===== config.mk =====
export PLATFORM = sky130hd
export DESIGN_NAME = interval_timer_ch
export DESIGN_NICKNAME = d
export VERILOG_FILES = /design/src/rtl/itc_pkg.sv /design/src/rtl/itc_gate_ctrl.sv /design/src/rtl/itc_phase.sv /design/src/rtl/itc_outgen.sv /design/src/rtl/interval_timer_ch.sv
export SDC_FILE = /design/constraint.sdc
export NUM_CORES = 1
export LEC_CHECK = 0
export ABC_AREA = 1
export BUFFER_PORTS_ARGS = -buffer_cell sky130_fd_sc_hd__buf_4
export CAP_MARGIN = 5
export CORE_MARGIN = 3
export CORE_UTILIZATION = 23
export DETAILED_ROUTE_END_ITERATION = 6
export GPL_TIMING_DRIVEN = 0
export PLACE_DENSITY_LB_ADDON = 0.15
export SETUP_SLACK_MARGIN = 0.1
export SYNTH_ARGS = -nofsm -noshare
export SYNTH_HDL_FRONTEND = slang
export SYNTH_HIERARCHICAL = 1
export SYNTH_SLANG_ARGS = --single-unit

===== constraint.sdc =====
create_clock -name clk -period 8.9 [get_ports clk]
set_input_delay 2.67 -clock clk [delete_from_list [all_inputs] [get_ports clk]]
set_output_delay 2.67 -clock clk [all_outputs]
set_load 0.02 [all_outputs]

===== src/rtl/itc_pkg.sv =====
package itc_pkg;

   typedef enum logic [1:0] {
      K_LATCH_END = 2'd0,
      K_PULSE_END = 2'd1,
      K_RATE      = 2'd2,
      K_SQUARE    = 2'd3
   } itc_kind_e;

   function automatic itc_kind_e kind_of(input logic [2:0] m);
      case (m)
         3'd0, 3'd1: kind_of = K_LATCH_END;
         3'd4, 3'd5: kind_of = K_PULSE_END;
         3'd2, 3'd6: kind_of = K_RATE;
         default:    kind_of = K_SQUARE;
      endcase
   endfunction

   function automatic logic edge_retrig(input logic [2:0] m);
      edge_retrig = (m == 3'd1) || (m == 3'd5);
   endfunction

endpackage


===== src/rtl/itc_gate_ctrl.sv =====
module itc_gate_ctrl (
   input  logic clk,
   input  logic rst_n,
   input  logic gate,
   input  logic retrig_mode,
   output logic restart,
   output logic count_en
);
   logic gate_q;

   always_ff @(posedge clk or negedge rst_n) begin
      if (!rst_n) gate_q <= 1'b0;
      else        gate_q <= gate;
   end

   always_comb begin
      restart  = retrig_mode & gate & ~gate_q;
      count_en = retrig_mode | gate;
   end
endmodule


===== src/rtl/itc_phase.sv =====
module itc_phase #(
   parameter int W = 16
) (
   input  logic          clk,
   input  logic          rst_n,
   input  logic          clr,
   input  logic          adv,
   input  logic          once,
   input  logic [W:0]    period,
   output logic [W:0]    ph,
   output logic [W:0]    ph2,
   output logic [W-1:0]  el,
   output logic          done,
   output logic          hit
);
   localparam int NW = W + 1;
   localparam logic [NW-1:0] ONE_N = NW'(1);
   localparam logic [NW:0]   TWO_X = (NW+1)'(2);
   localparam logic [W-1:0]  ONE_W = W'(1);

   logic [NW-1:0] ph_inc;
   logic          wrap;
   logic [NW:0]   t2, s1, s2, per_x;

   always_comb begin
      ph_inc = ph + ONE_N;
      wrap   = (ph_inc == period);
      per_x  = {1'b0, period};
      t2     = {1'b0, ph2} + TWO_X;
      s1     = (t2 >= per_x) ? (t2 - per_x) : t2;
      s2     = (s1 >= per_x) ? (s1 - per_x) : s1;
   end

   always_ff @(posedge clk or negedge rst_n) begin
      if (!rst_n) begin
         ph   <= '0;
         ph2  <= '0;
         el   <= '0;
         done <= 1'b0;
         hit  <= 1'b0;
      end else if (clr) begin
         ph   <= '0;
         ph2  <= '0;
         el   <= '0;
         done <= 1'b0;
         hit  <= 1'b0;
      end else if (adv) begin
         ph   <= wrap ? '0 : ph_inc;
         ph2  <= s2[NW-1:0];
         el   <= el + ONE_W;
         done <= done | wrap;
         hit  <= wrap & ~(once & done);
      end
   end

   // terminal flag never drops without a restart
   a_r3_done_sticky: assert property (@(posedge clk) disable iff (!rst_n)
      (done && !clr) |=> done);
   // a terminal strobe lasts a single counted tick
   a_r7_strobe_single: assert property (@(posedge clk) disable iff (!rst_n)
      (hit && once && adv && !clr) |=> !hit);
   // phase stays inside the period
   a_r5_phase_range: assert property (@(posedge clk) disable iff (!rst_n)
      ph < period);
   // doubled phase stays inside the period
   a_r6_dbl_range: assert property (@(posedge clk) disable iff (!rst_n)
      ph2 < period);
endmodule


===== src/rtl/itc_outgen.sv =====
module itc_outgen
   import itc_pkg::*;
#(
   parameter int W = 16
) (
   input  logic          clk,
   input  logic          rst_n,
   input  itc_kind_e     kind,
   input  logic [W-1:0]  init_val,
   input  logic [W:0]    period,
   input  logic [W:0]    ph,
   input  logic [W:0]    ph2,
   input  logic [W-1:0]  el,
   input  logic          done,
   input  logic          hit,
   output logic [W-1:0]  count_out,
   output logic          out,
   output logic          out_rise
);
   localparam int NW = W + 1;
   localparam logic [NW:0] ONE_X = (NW+1)'(1);

   logic [NW:0]   half;
   logic [NW-1:0] rate_rd, sq_rd;
   logic          out_d;

   always_comb begin
      half    = ({1'b0, period} + ONE_X) >> 1;
      rate_rd = period - ph;
      sq_rd   = period - ph2;
      case (kind)
         K_LATCH_END: begin out = done; count_out = init_val - el; end
         K_PULSE_END: begin out = hit;  count_out = init_val - el; end
         K_RATE:      begin out = hit;  count_out = rate_rd[W-1:0]; end
         default:     begin out = ({1'b0, ph} < half); count_out = sq_rd[W-1:0]; end
      endcase
      out_rise = out & ~out_d;
   end

   always_ff @(posedge clk or negedge rst_n) begin
      if (!rst_n) out_d <= 1'b0;
      else        out_d <= out;
   end

   // rise marker is a single-cycle pulse
   a_r10_rise_single: assert property (@(posedge clk) disable iff (!rst_n)
      out_rise |=> !out_rise);
endmodule


===== src/rtl/interval_timer_ch.sv =====
module interval_timer_ch
   import itc_pkg::*;
#(
   parameter int WIDTH = 16
) (
   input  logic             clk,
   input  logic             rst_n,
   input  logic             tick,
   input  logic             gate,
   input  logic             load,
   input  logic [WIDTH-1:0] load_value,
   input  logic [2:0]       mode,
   output logic [WIDTH-1:0] count_out,
   output logic             out,
   output logic             out_rise
);
   localparam int NW = WIDTH + 1;

   generate
      if (WIDTH < 2 || WIDTH > 30) begin : g_bad_width
         $error("interval_timer_ch: WIDTH must lie in 2..30");
      end
   endgenerate

   logic [WIDTH-1:0] init_q;
   logic [2:0]       mode_q;
   logic [NW-1:0]    period;
   logic             restart_w, en_w, adv_w, clr_w;
   logic [NW-1:0]    ph_w, ph2_w;
   logic [WIDTH-1:0] el_w;
   logic             done_w, hit_w;
   itc_kind_e        kind_w;

   always_ff @(posedge clk or negedge rst_n) begin
      if (!rst_n) begin
         init_q <= '0;
         mode_q <= 3'd0;
      end else if (load) begin
         init_q <= load_value;
         mode_q <= mode;
      end
   end

   always_comb begin
      period = {(init_q == '0), init_q};
      kind_w = kind_of(mode_q);
      clr_w  = load | restart_w;
      adv_w  = tick & en_w & ~clr_w;
   end

   itc_gate_ctrl u_gate (
      .clk         (clk),
      .rst_n       (rst_n),
      .gate        (gate),
      .retrig_mode (edge_retrig(mode_q)),
      .restart     (restart_w),
      .count_en    (en_w)
   );

   itc_phase #(.W(WIDTH)) u_phase (
      .clk    (clk),
      .rst_n  (rst_n),
      .clr    (clr_w),
      .adv    (adv_w),
      .once   (kind_w == K_PULSE_END),
      .period (period),
      .ph     (ph_w),
      .ph2    (ph2_w),
      .el     (el_w),
      .done   (done_w),
      .hit    (hit_w)
   );

   itc_outgen #(.W(WIDTH)) u_out (
      .clk       (clk),
      .rst_n     (rst_n),
      .kind      (kind_w),
      .init_val  (init_q),
      .period    (period),
      .ph        (ph_w),
      .ph2       (ph2_w),
      .el        (el_w),
      .done      (done_w),
      .hit       (hit_w),
      .count_out (count_out),
      .out       (out),
      .out_rise  (out_rise)
   );

   // a load is visible at the readback on the next cycle
   a_r2_load_readback: assert property (@(posedge clk) disable iff (!rst_n)
      load |=> (count_out == $past(load_value)));
   // with no counted tick and no restart, the ports hold
   a_r8_idle_hold: assert property (@(posedge clk) disable iff (!rst_n)
      (!load && !restart_w && !(tick && en_w)) |=> ($stable(count_out) && $stable(out)));
endmodule


# --- Yosys cells after proc, flatten, opt, wreduce, memory -nomap -nowiden ---
# Cells that the tools add are included.
# Widths: inputs -> output; s select.
totals:
  reg_bits: 73
  latch_bits: 0
  ramBits: 0
  romBits: 0
  wordCells: 69
  mem_count: 0
classes:
  n_addsub: 9
  n_mul: 0
  div: 0
  magnitude_cmp: 3
  n_eq_ne: 8
  n_shift: 0
  mux: 16
  bitwise: 14
  reduce_logical: 10
ops:
  columns: ["cell", "n"]
  rows:
  - ["$mux 17", 6]
  - ["$sub 16x16->16", 3]
  - ["$ge 18x17->1", 2]
  - ["$mux 16", 2]
  - ["$pmux 16 s2", 1]
  - ["$add 17x1->18 const B", 1]
  - ["$add 17x2->18 const B", 1]
  - ["$mux 18", 1]
  - ["$sub 18x17->18", 1]
  - ["$add 17x1->17 const B", 1]
  - ["$eq 17x17->1", 1]
  - ["$lt 17x17->1", 1]
  - ["$sub 17x17->17", 1]
  - ["$add 16x1->16 const B", 1]
  - ["$logic_not 16->1", 1]
  - ["$reduce_or 2->1", 5]
  - ["$eq 3x3->1 const B", 3]
  - ["$and 1x1->1", 7]
  - ["$pmux 2 s3", 1]
  - ["$mux 1", 4]
  - ["$not 1->1", 4]
  - ["$eq 3x1->1 const B", 1]
  - ["$eq 3x2->1 const B", 1]
  - ["$logic_not 3->1", 1]
  - ["7 further kinds", 9]

# --- Depth between registers and ports, before layout ---
depth:
  ltp_word: 9
  ltp_mapped: 34
  depth_no_buf: 32

# --- Modules after synthesis ---
# The synthesis kept the hierarchy.
modules_own_cells:
  columns: ["mod", "instances", "cells_per_inst", "area_each_um2", "seq_area_each_um2"]
  rows:
  - ["itc_phase", 1, 938, 5796.8, 1301.2]
  - ["itc_outgen", 1, 577, 3080.5, 25.0]
  - ["interval_timer_ch", 1, 102, 838.3, 475.5]
  - ["itc_gate_ctrl", 1, 4, 38.8, 25.0]

# --- Worst setup path before layout ---
# No wires, ideal clock.
synth_timing:
  path_kind: "register -> output"
  from: "reg mode_q[2]"
  to: "out count_out[6]"
  arrival_time_ps: 2859
  required_ps: 6230
  setup_slack_ps: 3371
  stages_incl_launch_ff: 18
  path_cell_list: "dfrtp_1 > inv_1 > nor2_1 > o21bai_1 > inv_1 > ha_1 > buf_2 > buf_2 > nor2_1 > a21oi_1 > ha_1 > inv_1 > fa_1 > nand2_1 > nand2_1 > nand3b_1 > a21boi_0 > o21ai_0"
synth_via:
  elab_chain_cells: 6
  word_cells_on_any_way: 15
  classes_between: "eq/ne (7); mux (2); reduce/logical (6)"
synth_lines:
  columns: ["element", "line", "rtl"]
  rows:
  - ["start: declaration", "interval_timer_ch.sv:26", "logic [2:0] mode_q;"]
  - ["start signal: assignment", "interval_timer_ch.sv:40", "mode_q <= mode;"]
  - ["$eq 3x2->1, or another cell as far along", "itc_pkg.sv:11", "case (m)"]
  - ["$reduce_or 2->1", "itc_pkg.sv:11", null]
  - ["$pmux 2 s3 (*)", "itc_pkg.sv:11", null]
  - ["net kind_w[0]", "interval_timer_ch.sv:32", "itc_kind_e kind_w;"]
  - ["$eq 2x1->1 or $logic_not 2->1 (tied branches)", "itc_outgen.sv:31", "case (kind)"]
  - ["$reduce_or 2->1 (no line)", null, null]
  - ["$pmux 16 s2 (*)", "itc_outgen.sv:31", null]
  - ["end: declaration", "interval_timer_ch.sv:13", "output logic [WIDTH-1:0] count_out,"]
# Mark *: on every way through the listed nets, which the timed path passes. The rest lies on a longest branch.

# --- Worst setup path after layout ---
layout_timing:
  from: "reg mode_q[2]"
  to: "out count_out[4]"
# Same word-level chain as after synthesis.

==> run_results.csv <==
group,metric,value,unit
status,status,"complete, no violations",
logic_synthesis,synthesis.nets,1737,
layout,n_antenna_cell,0,
routing,drtPass1Iterations,7,
worst_setup_path,timing.critical_path.arrival,3.95,ns
layout,final_core_util,0.266,
clock_network,cts_resized,0,
clock_network,clk_latency,0.35,ns
sta,layout_setup_ws,2.28,ns
sta,post-route-min-period,6.62,ns
clock_network,post_cts_hold_buffer_count,0,
worst_setup_path,timing.critical_path.from,"mode_q[2]",
worst_setup_path,critPathKind,"flop to primary output",
routing,drc_violations_left,0,
clock_network,worst_setup_hold_path_clk_slew,0.06,ns
logic_synthesis,synthesis.instances,1621,
routing,wl_met2,15.9,mm
logic_synthesis,synthesis.area,9750,µm²
clock_network,post-cts-setup-buffers,0,
die,fp-row-count,74,
logic_synthesis,ys_types,51,
die,design.die.area,44900,µm²
global_route,gr-total-overflow,0,
placed_design,placed_cells_incl_taps,2193,
logic_synthesis,postSynth.topFlopCell,"dfrtp_1",
logic_synthesis,yosysTopAreaCell,"nand2_1",
worst_setup_path,critical_path_s_largest_stage_delay,0.39,ns
logic_synthesis,synthSimpleGateAreaFrac,0.415,
sta,finalMaxSlewViolations,0,
power,power.leakage,5.90,nW
placed_design,globalplace.congestion,0.894,
routing,vias_per_cell,4.61,
worst_setup_path,cp_data_required_time,6.23,ns
power,ir_drop,127,µV
die,die_ht,212,µm
power,cellPowerDensity,294,nW/µm²
logic_synthesis,postSynth.asyncResetShare,1.00,
logic_synthesis,area_fraction_of_the_dominant_cell_type_after_synthesis,0.215,
sta,fin_hold_viols,0,
routing,met3_wirelength,1.37,mm
logic_synthesis,fraction_of_synthesized_cell_area_in_xor_and_xnor_cells,0.0499,
global_route,gr-usage-all-layers,0.161,
min_path,min-delay-start,"u_phase/hit",
clock_network,clkSinkCount,73,
sta,worstMarginPinSlew,1.28,ns
worst_setup_path,r2r.worst_path.cells,28,
clock_network,cts_buffer_depth,2,
logic_synthesis,synth_compound_gate_area_share,0.0995,
placed_design,io_buffers,40,
clock_network,numCtsBuffers,9,
logic_synthesis,synth-edff-count,0,
layout,nFillCells,4708,
global_route,grt_start_max_net_pins,74,
logic_synthesis,yosysWarningCount,6,
global_route,grt_first_pass_wirelength,55.7,mm
clock_network,cts_tree,"done",
die,floorplan.initialDensity,0.236,
clock_network,cts_root_buffer,"clkbuf_16",
min_path,hold_depth,2,
logic_synthesis,synth_sequential_area_ratio,0.187,
worst_setup_path,timing.critical_path.cells,"inv_1, nor2_1, o21bai_1, inv_1, ha_1, buf_2, buf_2, nor2_1, a21oi_1, ha_1, inv_1, fa_1, nand2_1, a21oi_1, o21ai_0, a21oi_1, or2_2, buf_4",
layout,commonest_cells_after_routing_fill_and_taps_aside,"nand2_1 (560), inv_1 (249), nor2_1 (142)",
layout,most_frequent_standard_cell_in_the_layout_excluding_fill_and_tap_cells,"nand2_1",
logic_synthesis,yosys.area_share.adder,0.121,
logic_synthesis,combinational_family_with_the_most_area_after_synthesis,"simple AND/OR/NAND/NOR gates",
sta,final_min_period_over_clock_period,0.744,
global_route,grt_pass1_vias,9692,
routing,via_count,10200,
clock_network,cts_max_level,3,
logic_synthesis,multiplexer_area_fraction_after_synthesis,0.0154,
layout,layoutNonFillerInstCount,2209,
die,io_pins,42,
global_route,grt_antenna_before_repair,0,
placed_design,place_worst_setup_slack,2.63,ns
logic_synthesis,synth.area.top_cells,"nand2_1 (22%), dfrtp_1 (19%), ha_1 (11%), inv_1 (9.6%), nand3_1 (7.0%)",
layout,area.growth.synth_to_final,12.9,%
layout,finalNetCount,1788,
sta,max_freq,151,MHz
flow_run,maxCapViolCount,0,
logic_synthesis,avgSynthCellArea,6.02,µm²
sta,setup_viol_count_final,0,
routing,wl_met1,18.0,mm
sta,maxSlewHeadroom,0.142,
sta,grt_setup_unrepaired,"no",
sta,hold_ws,0.484,ns
sta,totalNegativeSetupSlack,0,ns
layout,layout-drive-gt1-share,0.0674,
routing,maxUsedRoutingLayer,"met4",
worst_setup_path,rr_startpoint,"init_q[1]",
worst_setup_path,cp_slowest_cell,"fa_1",
worst_setup_path,timing.rr.end,"u_phase/ph2[13]",
placed_design,place_hpwl,29.0,mm
min_path,timing.hold.worst.class,"flop to flop",
routing,avgRoutedWirePerCell,16.3,µm
sta,finClkSkew,0.0105,ns
logic_synthesis,postSynthRegisterBits,73,
worst_setup_path,worstSetupEndpoint,"count_out[4]",
routing,postRouteAntennaNets,0,
worst_setup_path,critPathMaxFanout,10,
worst_setup_path,cp-start-kind,"flop",
worst_setup_path,critical_path.endpoint_type,"primary output",
die,die_x,212,µm
worst_setup_path,reg2reg_setup_slack,2.97,ns
die,core_area,41400,µm²
routing,drtIter0Drc,705,
routing,totalWireLength,36.0,mm
kinds of logic (layout without fill, tap and decap cells):
group,count (synthesis),after routing
simple gates,943,943
buf+inv,277,333
compound gates,167,167
fa+ha+maj,92,92
flops,73,73
xor+xnor,54,54
mux,15,15
layer usage:
| metal | GRT usage | vias up |
|---|---|---|
| met5 | 0 | - |
| met4 | 0.0430 | 0 |
| met3 | 0.0191 | 33 |
| met2 | 0.257 | 230 |
| met1 | 0.230 | 4633 |
| li1 | - | 5277 |
state kept, by name, summed over array words and instances (netlist names):
name / count
u_phase/ph2: 17
u_phase/el: 16
u_out/out_d: 1
u_phase/hit: 1
init_q: 16
u_phase/ph: 17
u_phase/done: 1
mode_q: 3
u_gate/gate_q: 1
through the flow:
| step | power (mW) | cell area, µm² |
|---|---|---|
| after floorplan | 2.18 | 9750 |
| after global placement | 2.87 | 10700 |
| after detailed placement | 2.87 | 10700 |
| after CTS | 3.26 | 11000 |
| after global routing | 3.58 | 11000 |
| final | 3.24 | 11000 |
worst min path at each step:
stage | slack (ns) | to
after CTS | 0.49 | u_phase/hit
after global placement | 0.47 | u_phase/el[15]
after detailed placement | 0.48 | u_phase/hit
final | 0.48 | u_phase/hit
after global routing | 0.51 | u_phase/hit
after floorplan | 0.45 | u_phase/hit
power breakdown:
part / total, mW / switching [mW] / internal, mW
registers: 0.466 / 0.0891 / 0.377
logic: 2.41 / 1.55 / 0.853
clock network: 0.368 / 0.148 / 0.220
total: 3.24 / 1.79 / 1.45
synthesized netlist by cell type (4+ instances only):
cell type	count
nand2_1	560
inv_1	249
nor2_1	142
nand3_1	137
ha_1	88
dfrtp_1	73
a21oi_1	71
o21ai_0	55
xor2_1	31
nand4_1	26
xnor2_1	22
nand3b_1	21
nor3_1	18
mux2i_1	15
a21o_1	10
buf_2	10
clkbuf_1	10
o21bai_1	8
nand2_2	7
nor2_2	6
a21boi_0	4
buf_6	4
fa_1	4
nand3_2	4
critical path, delay by kind of cell (launching register included):
family | cells | cell delay, ns
compound gates | 5 | 0.81
flops | 1 | 0.35
fa+ha+maj | 3 | 0.82
simple gates | 4 | 0.61
buf+inv | 6 | 1.02
final cells by class:
type	count	area, µm²	share of cell area
clock buffers	15	288	0.0261
flip-flops and latches	73	1830	0.166
plain buffers	25	140	0.0127
well taps	532	666	0.0604
clock inverters	1	7.51	0.000682
multi-input cells	1271	6840	0.621
inverters	252	946	0.0859
repair buffers	40	300	0.0273
Note: power is estimated with default switching activity, not from simulation.
